`config.mk`:
```
export PLATFORM = sky130hd
export DESIGN_NAME = dbs_master
export DESIGN_NICKNAME = d
export VERILOG_FILES = /design/src/rtl/dbs_pkg.sv /design/src/rtl/dbs_divider.sv /design/src/rtl/dbs_shifter.sv /design/src/rtl/dbs_selctl.sv /design/src/rtl/dbs_master.sv
export SDC_FILE = /design/constraint.sdc
export NUM_CORES = 1
export LEC_CHECK = 0
export CAP_MARGIN = 20
export CORE_MARGIN = 3
export CORE_UTILIZATION = 60
export CTS_CLUSTER_DIAMETER = 60
export DETAILED_ROUTE_END_ITERATION = 8
export DONT_BUFFER_PORTS = 1
export GPL_TIMING_DRIVEN = 0
export HOLD_SLACK_MARGIN = 0.08
export PLACE_DENSITY = 0.88
export SLEW_MARGIN = 20
export SYNTH_ARGS = -nofsm -noshare
export SYNTH_HDL_FRONTEND = slang
export SYNTH_SLANG_ARGS = --single-unit
```
`constraint.sdc`:
```
create_clock -name clk -period 5.75 [get_ports clk]
set_clock_uncertainty 0.15 [all_clocks]
set_input_delay 0.575 -clock clk [delete_from_list [all_inputs] [get_ports clk]]
set_output_delay 0.575 -clock clk [all_outputs]
set_load 0.02 [all_outputs]
```
`src/rtl/dbs_pkg.sv`:
```
package dbs_pkg;
  typedef enum logic [1:0] {
    ST_IDLE = 2'd0,
    ST_LOW  = 2'd1,
    ST_HIGH = 2'd2
  } dbs_state_e;

  // select index that steers to the second select pin
  localparam int ALT_SEL_IDX = 2;
endpackage

```
`src/rtl/dbs_divider.sv`:
```
module dbs_divider #(
  parameter int DIV_W = 8
) (
  input  logic             clk,
  input  logic             rst_n,
  input  logic             load,
  input  logic [DIV_W-1:0] div_in,
  input  logic             run,
  output logic             half_end
);
  logic [DIV_W-1:0] div_q;
  logic [DIV_W-1:0] cnt_q;

  // a zero divider is promoted to one
  always_ff @(posedge clk) begin
    if (!rst_n) begin
      div_q <= DIV_W'(1);
    end else if (load) begin
      div_q <= (div_in == '0) ? DIV_W'(1) : div_in;
    end
  end

  assign half_end = run && (cnt_q == div_q);

  always_ff @(posedge clk) begin
    if (!rst_n) begin
      cnt_q <= '0;
    end else if (!run || half_end) begin
      cnt_q <= '0;
    end else begin
      cnt_q <= cnt_q + DIV_W'(1);
    end
  end
endmodule

```
`src/rtl/dbs_shifter.sv`:
```
module dbs_shifter #(
  parameter int W = 8
) (
  input  logic         clk,
  input  logic         rst_n,
  input  logic         load,
  input  logic         fast_in,
  input  logic [W-1:0] data_in,
  input  logic         adv,
  input  logic         sample,
  input  logic         miso,
  output logic         mosi_bit,
  output logic         aux_bit,
  output logic         last,
  output logic [W-1:0] rx_word
);
  localparam int CW = $clog2(W);

  logic [W-1:0]  tx_q;
  logic [W-1:0]  rx_q;
  logic [CW-1:0] left_q;
  logic          fast_q;
  logic [W-1:0]  tx_next;

  // shift distance is chosen by the mode
  generate
    if (W >= 2) begin : g_shift
      always_comb begin
        if (fast_q) tx_next = {tx_q[W-3:0], 2'b00};
        else        tx_next = {tx_q[W-2:0], 1'b0};
      end
    end
  endgenerate

  always_ff @(posedge clk) begin
    if (!rst_n) begin
      tx_q   <= '0;
      left_q <= '0;
      fast_q <= 1'b0;
    end else if (load) begin
      tx_q   <= data_in;
      fast_q <= fast_in;
      left_q <= fast_in ? CW'(W/2 - 1) : CW'(W - 1);
    end else if (adv) begin
      tx_q   <= tx_next;
      left_q <= left_q - CW'(1);
    end
  end

  // cleared per byte so fast mode leaves the upper half zero
  always_ff @(posedge clk) begin
    if (!rst_n) begin
      rx_q <= '0;
    end else if (load) begin
      rx_q <= '0;
    end else if (sample) begin
      rx_q <= {rx_q[W-2:0], miso};
    end
  end

  assign mosi_bit = tx_q[W-1];
  assign aux_bit  = fast_q ? tx_q[W-2] : 1'b1;
  assign last     = (left_q == '0);
  assign rx_word  = rx_q;
endmodule

```
`src/rtl/dbs_selctl.sv`:
```
module dbs_selctl #(
  parameter int SEL_W   = 2,
  parameter int GAP_CYC = 10
) (
  input  logic             clk,
  input  logic             rst_n,
  input  logic             grab,
  input  logic             drop,
  input  logic [SEL_W-1:0] idx,
  input  logic             pol_hi,
  output logic             sel0_n,
  output logic             sel1_n,
  output logic             held,
  output logic             gap_busy
);
  localparam int GW = $clog2(GAP_CYC + 1);

  logic          on_q;
  logic          alt_q;
  logic          hi_q;
  logic [GW-1:0] gap_q;

  always_ff @(posedge clk) begin
    if (!rst_n) begin
      on_q  <= 1'b0;
      alt_q <= 1'b0;
      hi_q  <= 1'b0;
      gap_q <= '0;
    end else begin
      if (grab) begin
        on_q  <= 1'b1;
        alt_q <= (idx == SEL_W'(dbs_pkg::ALT_SEL_IDX));
        hi_q  <= pol_hi;
      end else if (drop) begin
        on_q  <= 1'b0;
      end
      if (!grab && drop) begin
        gap_q <= GW'(GAP_CYC);
      end else if (gap_q != '0) begin
        gap_q <= gap_q - GW'(1);
      end
    end
  end

  assign sel0_n   = !(on_q && !hi_q && !alt_q);
  assign sel1_n   = !(on_q && !hi_q && alt_q);
  assign held     = on_q;
  assign gap_busy = (gap_q != '0);
endmodule

```
`src/rtl/dbs_master.sv`:
```
module dbs_master
  import dbs_pkg::*;
#(
  parameter int DIV_W   = 8,
  parameter int W       = 8,
  parameter int SEL_W   = 2,
  parameter int SYS_MHZ = 100,
  parameter int GAP_NS  = 100
) (
  input  logic             clk,
  input  logic             rst_n,
  input  logic [DIV_W-1:0] cfg_div,
  input  logic             cfg_fast,
  input  logic [SEL_W-1:0] cfg_sel,
  input  logic             cfg_sel_hi,
  input  logic             cfg_hold,
  input  logic             tx_valid,
  output logic             tx_ready,
  input  logic [W-1:0]     tx_data,
  output logic             rx_valid,
  output logic [W-1:0]     rx_data,
  output logic             sclk,
  output logic             mosi,
  output logic             aux,
  output logic             sel0_n,
  output logic             sel1_n,
  input  logic             miso
);
  localparam int GAP_CYC = (GAP_NS * SYS_MHZ + 999) / 1000;

  dbs_state_e   state_q;
  logic         busy;
  logic         accept;
  logic         half_end;
  logic         to_high;
  logic         end_high;
  logic         fin;
  logic         adv;
  logic         drop;
  logic         held;
  logic         gap_busy;
  logic         mosi_bit;
  logic         aux_bit;
  logic         last;
  logic [W-1:0] rx_word;

  assign busy     = (state_q != ST_IDLE);
  assign tx_ready = !busy && !gap_busy;
  assign accept   = tx_valid && tx_ready;
  assign to_high  = (state_q == ST_LOW) && half_end;
  assign end_high = (state_q == ST_HIGH) && half_end;
  assign fin      = end_high && last;
  assign adv      = end_high && !last;
  assign drop     = (fin && !cfg_hold) || (!busy && held && !cfg_hold);

  dbs_divider #(.DIV_W(DIV_W)) u_div (
    .clk      (clk),
    .rst_n    (rst_n),
    .load     (accept),
    .div_in   (cfg_div),
    .run      (busy),
    .half_end (half_end)
  );

  dbs_shifter #(.W(W)) u_shift (
    .clk      (clk),
    .rst_n    (rst_n),
    .load     (accept),
    .fast_in  (cfg_fast),
    .data_in  (tx_data),
    .adv      (adv),
    .sample   (to_high),
    .miso     (miso),
    .mosi_bit (mosi_bit),
    .aux_bit  (aux_bit),
    .last     (last),
    .rx_word  (rx_word)
  );

  dbs_selctl #(.SEL_W(SEL_W), .GAP_CYC(GAP_CYC)) u_sel (
    .clk      (clk),
    .rst_n    (rst_n),
    .grab     (accept),
    .drop     (drop),
    .idx      (cfg_sel),
    .pol_hi   (cfg_sel_hi),
    .sel0_n   (sel0_n),
    .sel1_n   (sel1_n),
    .held     (held),
    .gap_busy (gap_busy)
  );

  always_ff @(posedge clk) begin
    if (!rst_n) begin
      state_q <= ST_IDLE;
    end else begin
      unique case (state_q)
        ST_IDLE: if (accept)   state_q <= ST_LOW;
        ST_LOW:  if (half_end) state_q <= ST_HIGH;
        ST_HIGH: if (half_end) state_q <= last ? ST_IDLE : ST_LOW;
        default:               state_q <= ST_IDLE;
      endcase
    end
  end

  always_ff @(posedge clk) begin
    if (!rst_n) begin
      rx_valid <= 1'b0;
      rx_data  <= '0;
    end else begin
      rx_valid <= fin;
      if (fin) rx_data <= rx_word;
    end
  end

  assign sclk = (state_q == ST_HIGH);
  assign mosi = busy ? mosi_bit : 1'b0;
  assign aux  = busy ? aux_bit : 1'b1;
endmodule

```
## Word-level counts from Yosys, hierarchy flattened

Cells that the tools add are included.

| operators by class | value |
|---|---|
| add/sub/neg operators | 3 |
| equality and inequality tests | 7 |
| muxes and demuxes | 19 |
| bitwise operators | 1 |
| reduce and logical (&&, ||, !) cells | 37 |

Operator list:

| operator | number |
|---|---|
| 2-to-1 mux 8 bit | 4 |
| logical AND 1 bit | 14 |
| logical NOT 1 bit | 9 |
| 2-to-1 mux 3 bit | 3 |
| adder 8 x 1 -> 8 bit, second input constant | 1 |
| equality test 8 bit | 1 |
| logical NOT 8 bit | 1 |
| 2-to-1 mux 4 bit | 2 |
| nonzero test 2 bit | 4 |
| 2-to-1 mux 1 bit | 6 |
| 2-to-1 mux 2 bit | 3 |
| case mux 2 bit (3 select lines) | 1 |
| OR reduction 2 bit | 3 |
| equality test 2 bit, second input constant | 2 |
| inequality test 2 x 1 -> 1 bit, second input constant | 2 |
| nonzero test 4 bit | 1 |
| subtractor 4 x 1 -> 4 bit, second input constant | 1 |
| logical NOT 3 bit | 1 |
| AND reduction 3 bit | 1 |
| subtractor 3 x 1 -> 3 bit, second input constant | 1 |
| equality test 2 x 1 -> 1 bit, second input constant | 1 |
| logical NOT 2 bit | 1 |
| logical OR 1 bit | 2 |
| inequality test 2 bit, second input constant | 1 |
| inverter 1 bit | 1 |

| storage, ports and cells | value |
|---|---|
| bits in registers | 54 |
| input bits | 25 |
| output and inout port bits | 15 |
| logic and storage cells | 81 |

## Logic depth before layout (Yosys ltp)

| depth | value |
|---|---|
| word-level depth | 8 |
| depth in mapped cells | 8 |
| depth with buffers taken out | 7 |

## Modules after synthesis

A second synthesis with hierarchy kept.

| unflattened totals | value |
|---|---|
| cells, all modules | 256 |
| area, all modules | 2503.7 um2 |

By module, submodules not included:

| module | times used | cells an instance | area an instance (um2) | seq. area each (um2) |
|---|---|---|---|---|
| dbs_shifter | 1 | 94 | 954.7 | 400.4 |
| dbs_divider | 1 | 75 | 785.8 | 320.3 |
| dbs_master | 1 | 56 | 471.7 | 220.2 |
| dbs_selctl | 1 | 31 | 291.5 | 140.1 |

## Worst setup path before layout

Ideal clock, no wire load.

| timing path | value |
|---|---|
| kind | reg2reg |
| start | reg u_div.cnt_q[2] |
| end | reg u_sel.on_q (netlist: u_sel.held) |
| setup time | 0.120 ns |
| arrival time | 1.695 ns |
| required time | 5.480 ns |
| slack | 3.785 ns |
| cell stages (with the launch flop) | 7 |
| path buffers | 1 |
| clock period less this slack | 1.965 ns |
| cell sequence | dfxtp_1 xor2_1 nor4_2 nand4_1 buf_4 a211oi_1 nor2_1 |

| between the ends | value |
|---|---|
| cells in the longest elaborated chain, start to end | 7 |

Ends and longest elaborated chain:

| what | RTL line | text |
|---|---|---|
| start: declaration | dbs_divider.sv:12 | `logic [DIV_W-1:0] cnt_q;` |
| start signal: assignment | dbs_divider.sv:31 | `cnt_q <= cnt_q + DIV_W'(1);` |
| equality test 8 bit | dbs_divider.sv:23 | `assign half_end = run && (cnt_q == div_q);` |
| logical AND 1 bit | dbs_divider.sv:23 |  |
| logical AND 1 bit | dbs_master.sv:51 | `assign end_high = (state_q == ST_HIGH) && half_end;` |
| logical AND 1 bit | dbs_master.sv:52 | `assign fin = end_high && last;` |
| logical AND 1 bit | dbs_master.sv:54 | `assign drop = (fin && !cfg_hold) \|\| (!busy && held && !cfg_hold);` |
| logical OR 1 bit | dbs_master.sv:54 |  |
| nonzero test 2 bit (no source line) | n/a |  |
| end signal: assignment | dbs_selctl.sv:25 | `on_q <= 1'b0;` |
| end signal: assignment | dbs_selctl.sv:31 | `on_q <= 1'b1;` |
| end signal: assignment | dbs_selctl.sv:35 | `on_q <= 1'b0;` |
| end: declaration | dbs_selctl.sv:18 | `logic on_q;` |

Every way passes these cells.
A chain may end at the register's enable or synchronous reset.

## Worst setup path after layout

| timing path | value |
|---|---|
| start | reg u_div.cnt_q[5] |
| end | reg u_sel.on_q (netlist: u_sel.held) |

The elaborated chain is that of the path after synthesis.

==> summary.md <==
| Metric | Value |
|---|---|
| R2R setup slack | 3560 ps |
| Largest net degree at the start of global routing | 20 |
| Synth-to-layout area growth | 6.75% |
| Worst-Margin Slew | 611 ps |
| CTS root buffer | clkbuf_8 |
| PwrDens | 311 nW/um^2 |
| Syn Nets | 289 |
| Worst r2r src | u_div.cnt_q[5] |
| Insertion delay to the later sink of the worst-skew pair | 310 ps |
| Unrepaired setup endpoints after global routing | no |
| Setup TNS | 0 ps |
| Drt first pass iters | 4 |
| Residual DRC | 0 |
| Routed Antenna Nets | 0 |
| Fmax | 457 MHz |
| Cells after Synth | 261 |
| First-pass GRT wire length | 7780 um |
| Final setup fails | 0 |
| Crit-path cells | xor2_1 -> nor4_2 -> nand4_1 -> buf_4 -> a211oi_1 -> nor2_1 |
| WP depth | 6 |
| Cells on worst reg2reg path | 6 |
| Die Height | 68.4 um |
| Worst EP arrival | 2250 ps |
| Placed Area | 2400 um^2 |
| CTS tree | built |
| Post-CTS Hold Fix Bufs | 0 |
| Synth cell types | 37 |
| Core area | 3720 um^2 |
| Tmin final | 2190 ps |
| Commonest cells after routing, fill and taps aside | dfxtp_1, nor2_1, nand2_1 |
| Rel. slew slack | 0.590 |
| Tot GR Track Use | 0.223 |
| Total Routed Length | 4790 um |
| CP max-delay cell | nor4_2 |
| LEAKAGE | 1.02 nW |
| Fin area | 2490 um^2 |
| Critical path's largest stage delay | 590 ps |
| Final hold vios | 0 |
| Outcome | complete, no violations |
| Htree depth | 2 |
| Detailed-route via count | 1860 |
| DIE AREA | 4680 um^2 |
| Most common cell after layout, fill and taps aside | dfxtp_1 |
| Vias in the first global route | 1791 |
| Die X | 68.4 um |
| Hold Path Class | primary input to register |
| Buffers on Ports | 0 |
| Slew Viols, Final | 0 |
| Worst Path Required | 5810 ps |
| # Post-CTS Setup Buffers | 0 |
| Crit. End Element | register |
| CTS buffer count | 5 |
| Peak ir drop on the vdd network | 0.000221 V |
| WS Path Type | register to register |
| Clk sink count | 54 |
| Starting Density | 0.629 |
| Vias per cell | 5.87 |
| Antenna violations before repair | 0 |
| Clock slew at reported path FFs | 100 ps |
| Clock buffer depth | 2 |
| MaxCap Viol Count | 0 |
| Post-DP HPWL | 3510 um |
| Crit path max fanout | 10 |
| Crit. Startpoint | u_div.cnt_q[5] |
| Layout cells sized above 1 | 0.0855 |
| Post-cts resize count | 0 |
| Wirelength per Cell | 15.1 um |
| Core Rows | 22 |
| Setup crit end | u_sel.held |
| Placer Congestion | 0.759 |
| Ant. Diodes | 0 |
| Starting DRT DRC Count | 77 |
| Worst R2R End | u_sel.held |
| Worst setup SP type | register |
| Final Util | 0.671 |
| Yosys reg bits | 54 |
| Ports | 40 |
| Nets | 296 |
| Mean Syn Cell Area | 8.95 um^2 |
| Fin crit share | 0.381 |
| Sequential fraction of the synthesis area | 0.463 |
| Grt ovf | 0 |
| Delay-heaviest family, CP | simple AND/OR/NAND/NOR gates |
| Ys Warns | 0 |
| Buf/Inv on CP | 1 |
| Syn Std Cell Area | 2340 um^2 |
worst min-delay path by stage:
stage	startpoint	endpoint	slack, ps	cells after the start
after floorplan	u_sel.hi_q	u_sel.hi_q	290	2
after global placement	u_sel.hi_q	u_sel.hi_q	300	2
after detailed placement	u_div.div_q[4]	u_div.div_q[4]	310	2
after CTS	cfg_div[4]	u_div.div_q[4]	230	2
after global routing	cfg_div[5]	u_div.div_q[5]	230	2
final	tx_data[0]	u_shift.tx_q[0]	240	2
cells by family (layout without fill, tap and decap cells):
group,after synthesis,after routing,share of synthesized area
adders and majority gates,3,3,0.0161
xor gates and xnor gates,16,16,0.0600
buffers and inverters,19,27,0.0326
muxes,22,22,0.0974
DFF,54,54,0.463
and+or+nand+nor,113,113,0.242
AOI/OAI and AO/OA,34,34,0.0894
layer usage:
metal | GRT usage | share of wire | vias up
met3 | 0.0739 | 0.069 | 4
li1 | - | - | 925
met2 | 0.364 | 0.49 | 55
met1 | 0.272 | 0.43 | 876
met5 | 0 | 0 | -
met4 | 0.0819 | 0.011 | 0
registers in the layout (all words and copies together), names as in the netlist:
register	count
u_div.cnt_q	8
rx_valid	1
state_q	2
u_div.div_q	8
u_sel.alt_q	1
u_sel.hi_q	1
u_shift.rx_word	8
u_shift.tx_q	8
u_sel.gap_q	4
u_sel.held	1
u_shift.fast_q	1
u_shift.left_q	3
rx_data	8
cell type report:
class                           count  area, um^2
Buffer                             14        57.6
Clock buffer                        5        68.8
Clock inverter                      3        28.8
Fill cell                         298        1220
Inverter                            5        18.8
Multi-Input combinational cell    188        1180
Sequential cell                    54        1080
Tap cell                           48        60.1
power by group:
| group | total [mW] | switching [mW] | internal (mW) |
|---|---|---|---|
| Sequential | 0.416 | 0.0178 | 0.398 |
| Clock | 0.227 | 0.135 | 0.0913 |
| Combinational | 0.134 | 0.0874 | 0.0464 |
cells in the mapped netlist:
library cell | number | share of area
dfxtp_1 | 54 | 0.46
nor2_1 | 31 | 0.050
nand2_1 | 29 | 0.047
nand3_1 | 20 | 0.043
a21oi_1 | 16 | 0.034
mux2i_1 | 16 | 0.069
xor2_1 | 14 | 0.052
clkbuf_1 | 12 | 0.019
nand4_1 | 10 | 0.027
mux2_2 | 6 | 0.029
o211ai_1 | 6 | 0.019
inv_1 | 4 | 0.0064
o21ai_0 | 4 | 0.0086
and3_1 | 3 | 0.0080
ha_1 | 3 | 0.016
nand3b_1 | 3 | 0.0096
nor3_1 | 3 | 0.0064
o21a_1 | 3 | 0.0096
a31oi_1 | 2 | 0.0054
nor4_1 | 2 | 0.0054
nor4_2 | 2 | 0.011
or2_2 | 2 | 0.0054
xnor2_1 | 2 | 0.0075
a211oi_1 | 1 | 0.0032
a211oi_2 | 1 | 0.0054
a311oi_1 | 1 | 0.0037
and2_1 | 1 | 0.0027
and4_1 | 1 | 0.0037
buf_2 | 1 | 0.0021
buf_4 | 1 | 0.0032
clkinv_1 | 1 | 0.0016
nand3_4 | 1 | 0.0075
nor2b_1 | 1 | 0.0027
nor3b_1 | 1 | 0.0032
or3b_1 | 1 | 0.0037
or3b_2 | 1 | 0.0037
or4_1 | 1 | 0.0032
stage by stage:
| stage | power (mW) | hold WS [ps] | instances | setup slack [ps] |
|---|---|---|---|---|
| after floorplan | 0.526 | 290 | 261 | 3780 |
| after global placement | 0.551 | 299 | 309 | 3590 |
| after detailed placement | 0.558 | 312 | 309 | 3560 |
| after CTS | 0.781 | 227 | 317 | 3550 |
| after global routing | 0.814 | 233 | 317 | 3410 |
| final | 0.776 | 236 | 317 | 3560 |
No activity file was read; power rests on OpenSTA's default activity.
